File: src/rtl/wdog_pkg.sv
`timescale 1ns/1ps
package wdog_pkg;
   typedef enum logic [2:0] {
      CAUSE_POWER   = 3'd0,
      CAUSE_EXPIRED = 3'd1,
      CAUSE_BADSVC  = 3'd2,
      CAUSE_SOFT    = 3'd3,
      CAUSE_USER    = 3'd4
   } cause_e;

   localparam logic [3:0] OFS_SOFT  = 4'h0;
   localparam logic [3:0] OFS_CFG   = 4'h4;
   localparam logic [3:0] OFS_SVC_A = 4'h8;
   localparam logic [3:0] OFS_SVC_B = 4'hC;

   localparam logic [31:0] KEY_A = 32'hABCD_1234;
   localparam logic [31:0] KEY_B = 32'h4321_DCBA;
endpackage

File: src/rtl/wdog_svc_chk.sv
`timescale 1ns/1ps
module wdog_svc_chk
   import wdog_pkg::*;
#(
   parameter int DATA_W = 32
) (
   input  logic              clk,
   input  logic              rst_n,
   input  logic              clr,
   input  logic              wr_a,
   input  logic              wr_b,
   input  logic              wr_other,
   input  logic [DATA_W-1:0] wdata,
   output logic              svc_ok,
   output logic              svc_bad
);
   logic armed_q;
   logic key_a_hit, key_b_hit;

   assign key_a_hit = (wdata == KEY_A);
   assign key_b_hit = (wdata == KEY_B);

   assign svc_ok  = wr_b && armed_q && key_b_hit;
   assign svc_bad = (wr_a && !key_a_hit) || (wr_b && !(armed_q && key_b_hit));

   always_ff @(posedge clk or negedge rst_n) begin
      if (!rst_n)                armed_q <= 1'b0;
      else if (clr)              armed_q <= 1'b0;
      else if (wr_a)             armed_q <= key_a_hit;
      else if (wr_b || wr_other) armed_q <= 1'b0;
   end
endmodule

File: src/rtl/wdog_tick_cnt.sv
`timescale 1ns/1ps
module wdog_tick_cnt #(
   parameter int DLY_W = 5,
   parameter int CNT_W = 32
) (
   input  logic             clk,
   input  logic             rst_n,
   input  logic             run,
   input  logic             clear,
   input  logic [DLY_W-1:0] dly,
   output logic             expire,
   output logic [CNT_W-1:0] cnt_o
);
   logic [CNT_W-1:0] cnt_q;
   logic [DLY_W:0]   shamt;
   logic [CNT_W-1:0] limit;

   // limit = 2^(dly+1) - 1, formed by shifting ones out of an all-ones word
   assign shamt  = {1'b0, dly} + {{DLY_W{1'b0}}, 1'b1};
   assign limit  = ~({CNT_W{1'b1}} << shamt);
   assign expire = run && (cnt_q == limit);
   assign cnt_o  = cnt_q;

   always_ff @(posedge clk or negedge rst_n) begin
      if (!rst_n)              cnt_q <= '0;
      else if (!run || clear)  cnt_q <= '0;
      else                     cnt_q <= cnt_q + CNT_W'(1);
   end
endmodule

File: src/rtl/wdog_rst_pulse.sv
`timescale 1ns/1ps
module wdog_rst_pulse #(
   parameter int PULSE_LEN = 16
) (
   input  logic clk,
   input  logic rst_n,
   input  logic fire,
   input  logic clr,
   output logic busy
);
   generate
      if (PULSE_LEN == 1) begin : g_single
         logic busy_q;
         always_ff @(posedge clk or negedge rst_n) begin
            if (!rst_n) busy_q <= 1'b0;
            else        busy_q <= fire && !clr;
         end
         assign busy = busy_q;
      end else begin : g_count
         localparam int LW = $clog2(PULSE_LEN + 1);
         logic [LW-1:0] left_q;
         always_ff @(posedge clk or negedge rst_n) begin
            if (!rst_n)              left_q <= '0;
            else if (clr)            left_q <= '0;
            else if (fire)           left_q <= LW'(PULSE_LEN);
            else if (left_q != '0)   left_q <= left_q - LW'(1);
         end
         assign busy = (left_q != '0);
      end
   endgenerate
endmodule

File: src/rtl/wdog_magic.sv
`timescale 1ns/1ps
module wdog_magic
   import wdog_pkg::*;
#(
   parameter int DLY_W     = 5,
   parameter int ADDR_W    = 4,
   parameter int DATA_W    = 32,
   parameter int PULSE_LEN = 16
) (
   input  logic              clk,
   input  logic              rst_n,
   input  logic              usr_rst,
   input  logic              bus_wr,
   input  logic [ADDR_W-1:0] bus_addr,
   input  logic [DATA_W-1:0] bus_wdata,
   output logic [DATA_W-1:0] bus_rdata,
   output logic              rst_req
);
   localparam int CNT_W  = 1 << DLY_W;
   localparam int EN_BIT = DATA_W - 1;

   generate
      if (DLY_W < 1 || DLY_W > 5) begin : g_bad_dly
         $error("wdog_magic: DLY_W must lie in 1..5");
      end
      if (DATA_W != 32) begin : g_bad_data
         $error("wdog_magic: DATA_W must be 32 to hold the service keys");
      end
      if (ADDR_W != 4) begin : g_bad_addr
         $error("wdog_magic: ADDR_W must be 4");
      end
      if (PULSE_LEN < 1) begin : g_bad_pulse
         $error("wdog_magic: PULSE_LEN must be at least 1");
      end
   endgenerate

   logic             cfg_en_q;
   logic [DLY_W-1:0] cfg_dly_q;
   logic             run_q;
   logic [2:0]       cause_q;
   logic             busy;
   logic             wr_ok, wr_soft, wr_cfg, wr_a, wr_b, wr_other;
   logic             svc_ok, svc_bad, expire;
   logic             fire_soft, fire_bad, fire_tmo, fire, clr;
   logic [CNT_W-1:0] cnt_w;
   cause_e           fire_code;

   // ---------------- bus decode ----------------
   assign wr_ok    = bus_wr && !busy && !usr_rst;
   assign wr_soft  = wr_ok && (bus_addr == OFS_SOFT);
   assign wr_cfg   = wr_ok && (bus_addr == OFS_CFG);
   assign wr_a     = wr_ok && (bus_addr == OFS_SVC_A);
   assign wr_b     = wr_ok && (bus_addr == OFS_SVC_B);
   assign wr_other = wr_ok && !wr_a && !wr_b;

   always_comb begin
      bus_rdata = '0;
      if (bus_addr == OFS_CFG)
         bus_rdata = {cfg_en_q, {(DATA_W-1-DLY_W){1'b0}}, cfg_dly_q};
      else if (bus_addr == OFS_SVC_A)
         bus_rdata = {{(DATA_W-3){1'b0}}, cause_q};
   end

   // ---------------- sub-blocks ----------------
   wdog_svc_chk #(.DATA_W(DATA_W)) u_svc (
      .clk(clk), .rst_n(rst_n), .clr(clr),
      .wr_a(wr_a), .wr_b(wr_b), .wr_other(wr_other),
      .wdata(bus_wdata), .svc_ok(svc_ok), .svc_bad(svc_bad)
   );

   wdog_tick_cnt #(.DLY_W(DLY_W), .CNT_W(CNT_W)) u_cnt (
      .clk(clk), .rst_n(rst_n), .run(run_q), .clear(clr || svc_ok),
      .dly(cfg_dly_q), .expire(expire), .cnt_o(cnt_w)
   );

   wdog_rst_pulse #(.PULSE_LEN(PULSE_LEN)) u_pulse (
      .clk(clk), .rst_n(rst_n), .fire(fire), .clr(usr_rst), .busy(busy)
   );

   // ---------------- fire arbitration ----------------
   assign fire_soft = wr_soft && bus_wdata[0];
   assign fire_bad  = svc_bad && run_q;
   assign fire_tmo  = expire && !svc_ok;
   assign fire      = fire_soft || fire_bad || fire_tmo;
   assign clr       = fire || usr_rst;

   always_comb begin
      if (fire_soft)     fire_code = CAUSE_SOFT;
      else if (fire_bad) fire_code = CAUSE_BADSVC;
      else               fire_code = CAUSE_EXPIRED;
   end

   // ---------------- configuration and run state ----------------
   always_ff @(posedge clk or negedge rst_n) begin
      if (!rst_n) begin
         cfg_en_q  <= 1'b0;
         cfg_dly_q <= '0;
         run_q     <= 1'b0;
      end else if (clr) begin
         cfg_en_q  <= 1'b0;
         cfg_dly_q <= '0;
         run_q     <= 1'b0;
      end else begin
         if (wr_cfg) begin
            cfg_en_q  <= bus_wdata[EN_BIT];
            cfg_dly_q <= bus_wdata[DLY_W-1:0];
         end
         if (wr_cfg && bus_wdata[EN_BIT]) run_q <= 1'b1;
         else if (svc_ok)                 run_q <= cfg_en_q;
      end
   end

   // ---------------- cause latch: cleared by power-on reset only ----------------
   always_ff @(posedge clk or negedge rst_n) begin
      if (!rst_n)       cause_q <= CAUSE_POWER;
      else if (usr_rst) cause_q <= CAUSE_USER;
      else if (fire)    cause_q <= fire_code;
   end

   assign rst_req = busy;
endmodule

File: config.mk
export PLATFORM = sky130hd
export DESIGN_NAME = wdog_magic
export DESIGN_NICKNAME = d
export VERILOG_FILES = /design/src/rtl/wdog_pkg.sv /design/src/rtl/wdog_svc_chk.sv /design/src/rtl/wdog_tick_cnt.sv /design/src/rtl/wdog_rst_pulse.sv /design/src/rtl/wdog_magic.sv
export SDC_FILE = /design/constraint.sdc
export NUM_CORES = 1
export LEC_CHECK = 0
export ABC_CLOCK_PERIOD_IN_PS = 3700
export BUFFER_PORTS_ARGS = -buffer_cell sky130_fd_sc_hd__buf_2
export CELL_PAD_IN_SITES_DETAIL_PLACEMENT = 0
export CELL_PAD_IN_SITES_GLOBAL_PLACEMENT = 1
export CORE_MARGIN = 1
export CORE_UTILIZATION = 42
export CTS_CLUSTER_DIAMETER = 30
export DETAILED_ROUTE_END_ITERATION = 16
export PLACE_DENSITY_LB_ADDON = 0.1
export RECOVER_POWER = 100
export SYNTH_ARGS = -nofsm -noshare
export SYNTH_HDL_FRONTEND = slang
export SYNTH_SLANG_ARGS = --single-unit
File: constraint.sdc
create_clock -name clk -period 3.7 [get_ports clk]
set_input_delay 0.555 -clock clk [delete_from_list [all_inputs] [get_ports clk]]
set_output_delay 0.555 -clock clk [all_outputs]
set_load 0.05 [all_outputs]
==> flow_metrics.env <==
export IMPL_hold_depth=2
export IMPL_yosysUniqueCellTypes=73
export IMPL_ir_drop_mv=0.199
export IMPL_setup_worst_path_end_class="flop"
export IMPL_clock_latency_ns=0.31
export IMPL_antenna_found_initial=0
export IMPL_grt_pass1_wl_um=19300
export IMPL_pwr_share_seq_pct=43.9
export IMPL_finalCritPeriodShare_pct=93.0
export IMPL_ys_warn_count=0
export IMPL_clock_sinks=48
export IMPL_swShare_pct=32.0
export IMPL_p_sw_mw=0.411
export IMPL_drt_iter0_drc=259
export IMPL_violations="capacitance limit, slew limit"
export IMPL_drt_pass1_iterations=5
export IMPL_final_nets=612
export IMPL_drv_slew=49
export IMPL_area_delta_synth_final_pct=8.45
export IMPL_ctsHtreeMaxLevel=2
export IMPL_ant_nets=0
export IMPL_ys_flop_type="dfrtp_1"
export IMPL_fp_dieH_um=103
export IMPL_clkTransAtPathRegs_ns=0.09
export IMPL_dieArea_um2=10500
export IMPL_clk_path_buf_depth=2
export IMPL_ff2ff_path_depth=14
export IMPL_status="finished with violations"
export IMPL_cp_required_ns=3.91
export IMPL_stdcell_count=698
export IMPL_viasPerCell=5.72
export IMPL_p_clk_share_pct=33.4
export IMPL_rows=36
export IMPL_grt_overflow=0
export IMPL_io_buffers=46
export IMPL_drc_errors=0
export IMPL_finalHoldViolCount=0
export IMPL_crit_path_max_fanout=32
export IMPL_clock_fmax_ghz=0.291
export IMPL_dieWidth_um=103
export IMPL_dp_cells=690
export IMPL_crit_path_start_kind="flop"
export IMPL_core_area_um2=9770
export IMPL_p_leak_nw=1.95
export IMPL_grtUsageTotal_pct=24.1
export IMPL_dp_hpwl_um=9050
export IMPL_path_class="reg2reg"
export IMPL_postSynthCellCount=535
export IMPL_start_util_pct=43.5
export IMPL_tns_ns=0
export IMPL_via_count=3994
export IMPL_power_density_nw_per_um2=279
export IMPL_pwr_share_comb_pct=22.7
export IMPL_gp_congestion=0.911
export IMPL_cts_tree="yes"
export IMPL_wire_per_inst_um=17.1
export IMPL_slew_headroom_pct=-77.3
export IMPL_ys_seq_area_share_pct=28.3
export IMPL_routed_wl_um=12000
export IMPL_finClkSkew_ns=0.00441
export IMPL_grt_pass1_vias=3733
export IMPL_cts_root_buf="clkbuf_8"
export IMPL_synth_edf_count=0
export IMPL_post_cts_buffers=0
export IMPL_holdCritPathClass="in2reg"
export IMPL_synth_seq_cells=48
export IMPL_numCtsBuffers=5
export IMPL_nFillCells=1019
export IMPL_diodes=0
export IMPL_ioPinCount=73
export IMPL_period_minus_slack_ns=3.44
export IMPL_finish_utilization_pct=47.2
export IMPL_p_int_mw=0.874
export IMPL_finalSetupViolCount=0
export IMPL_syn_area_per_cell_um2=7.95
export IMPL_async_flop_share_pct=100
export IMPL_worstMarginPinSlew_ns=2.66
export IMPL_drive_above_1_share_pct=13.5
export IMPL_drv_cap=1
export IMPL_grt_max_degree=49
export IMPL_syn_area_um2=4250
export IMPL_arrival_ns=3.65
export IMPL_rsz0062_at_grt="no"
placed cells by master (no fill, tap or decap), drive strengths merged, types with 16 or more instances in the layout:
| cell type | n |
|---|---|
| a21oi | 21 |
| and3 | 16 |
| buf | 57 |
| conb | 26 |
| dfrtp | 48 |
| nand2 | 39 |
| nand3 | 28 |
| nand4 | 17 |
| nor2 | 65 |
| o21ai | 22 |
| xnor2 | 19 |
| xor2 | 19 |
power groups by stage:
stage          clock [mW]  combinational (mW)  sequential (mW)
5_1_grt             0.457               0.322            0.568
2_1_floorplan           0               0.247            0.569
3_3_place_gp            0               0.295            0.574
4_1_cts             0.441               0.297            0.564
3_5_place_dp            0               0.296            0.574
6_report            0.429               0.292            0.564
final cells by class:
| type | instances | area (um^2) | area share [%] |
|---|---|---|---|
| Tap cell | 133 | 166 | 3.61 |
| Sequential cell | 48 | 1200 | 26.1 |
| Timing Repair Buffer | 64 | 369 | 8.01 |
| Clock inverter | 1 | 30.0 | 0.651 |
| Inverter | 14 | 52.6 | 1.14 |
| Clock buffer | 7 | 96.3 | 2.09 |
| Multi-Input combinational cell | 431 | 2700 | 58.5 |
cells in the mapped netlist (5+ instances only):
master / number / area share [%]
a211o_1: 5 / 1.0
nand3_1: 28 / 3.3
xnor2_1: 17 / 3.5
nand2_1: 39 / 3.4
xor2_1: 19 / 3.9
o21ai_0: 16 / 1.9
dfrtp_1: 48 / 28
a211oi_1: 6 / 1.1
nor2b_1: 8 / 1.2
a21oi_1: 21 / 2.5
inv_1: 14 / 1.2
nand4b_1: 5 / 1.0
nor2_1: 65 / 5.7
nand4_1: 16 / 2.4
or3_1: 10 / 1.5
a31oi_1: 9 / 1.3
nor4b_1: 8 / 1.6
nor3b_1: 5 / 0.88
mux2i_1: 9 / 2.1
buf_2: 8 / 0.94
o21ai_1: 6 / 0.71
and3_1: 16 / 2.4
nor3_1: 10 / 1.2
nor4bb_1: 5 / 1.2
buf_4: 27 / 4.8
ha_1: 8 / 2.4
clkbuf_1: 26 / 2.3
through the flow:
step	hold WS (ns)	total power [mW]	setup slack [ns]	area [um^2]
after global routing	0.510	1.35	0.00603	4610
after CTS	0.480	1.30	0.275	4620
after global placement	0.513	0.870	0.196	4500
final	0.504	1.28	0.260	4610
after floorplan	0.259	0.816	0.526	4350
after detailed placement	0.513	0.870	0.307	4500
registers in the layout, summed over array words and instances (netlist names):
name	flops
u_svc.armed_q	1
u_cnt.cnt_o	32
run_q	1
cause_q	3
u_pulse.g_count.left_q	5
cfg_dly_q	5
cfg_en_q	1
final timing paths:
check	start	endpoint	slack, ns
worst min register to register	cause_q[2]	cause_q[2]	0.52
worst max register to register	cfg_dly_q[1]	u_cnt.cnt_o[19]	0.26
worst min-delay path	usr_rst	cause_q[0]	0.50
min in group asynchronous	rst_n	u_cnt.cnt_o[26]	1.07
worst max-delay path	cfg_dly_q[1]	u_cnt.cnt_o[19]	0.26
max in group asynchronous	rst_n	u_pulse.g_count.left_q[2]	1.13
layer usage:
metal,up-vias,global-route usage (%),share of wire [%]
met1,1908,32.0,45
met3,20,3.25,4.8
li1,1923,-,-
met5,-,0,0
met4,0,9.45,2.1
met2,143,39.4,48
repair_timing:
| action | CTS | global route |
|---|---|---|
| endpoints found under the setup margin | 0 | 1 |
| hold buffers | 0 | 0 |
| gates resized for setup | 0 | 1 |
critical path, cell delays in order, from the launching register on:
cell      delay [ns]
dfrtp_1         0.48
ha_2            0.28
inv_1           0.05
ha_1            0.41
buf_4           0.23
nand2_1         0.11
inv_1           0.15
a21oi_1         0.08
a211oi_1        0.30
nand4_1         0.19
nor4_1          0.41
a211o_1         0.21
or2_1           0.14
buf_12          0.18
nor2_1          0.08
logic make-up (layout without fill, tap and decap cells):
family | Yosys count | count (layout) | synth area share (%)
adder cells (fa/ha/maj) | 9 | 9 | 2.59
buffers and inverters | 81 | 86 | 10.5
flip-flops | 48 | 48 | 28.3
AND/OR/NAND/NOR | 248 | 248 | 32.0
XOR/XNOR | 38 | 38 | 8.18
AO/OA/AOI/OAI | 98 | 98 | 15.3
multiplexers | 12 | 12 | 3.06
other | 1 | 26 | 0.0882
Power figures use the tool's default switching activity.
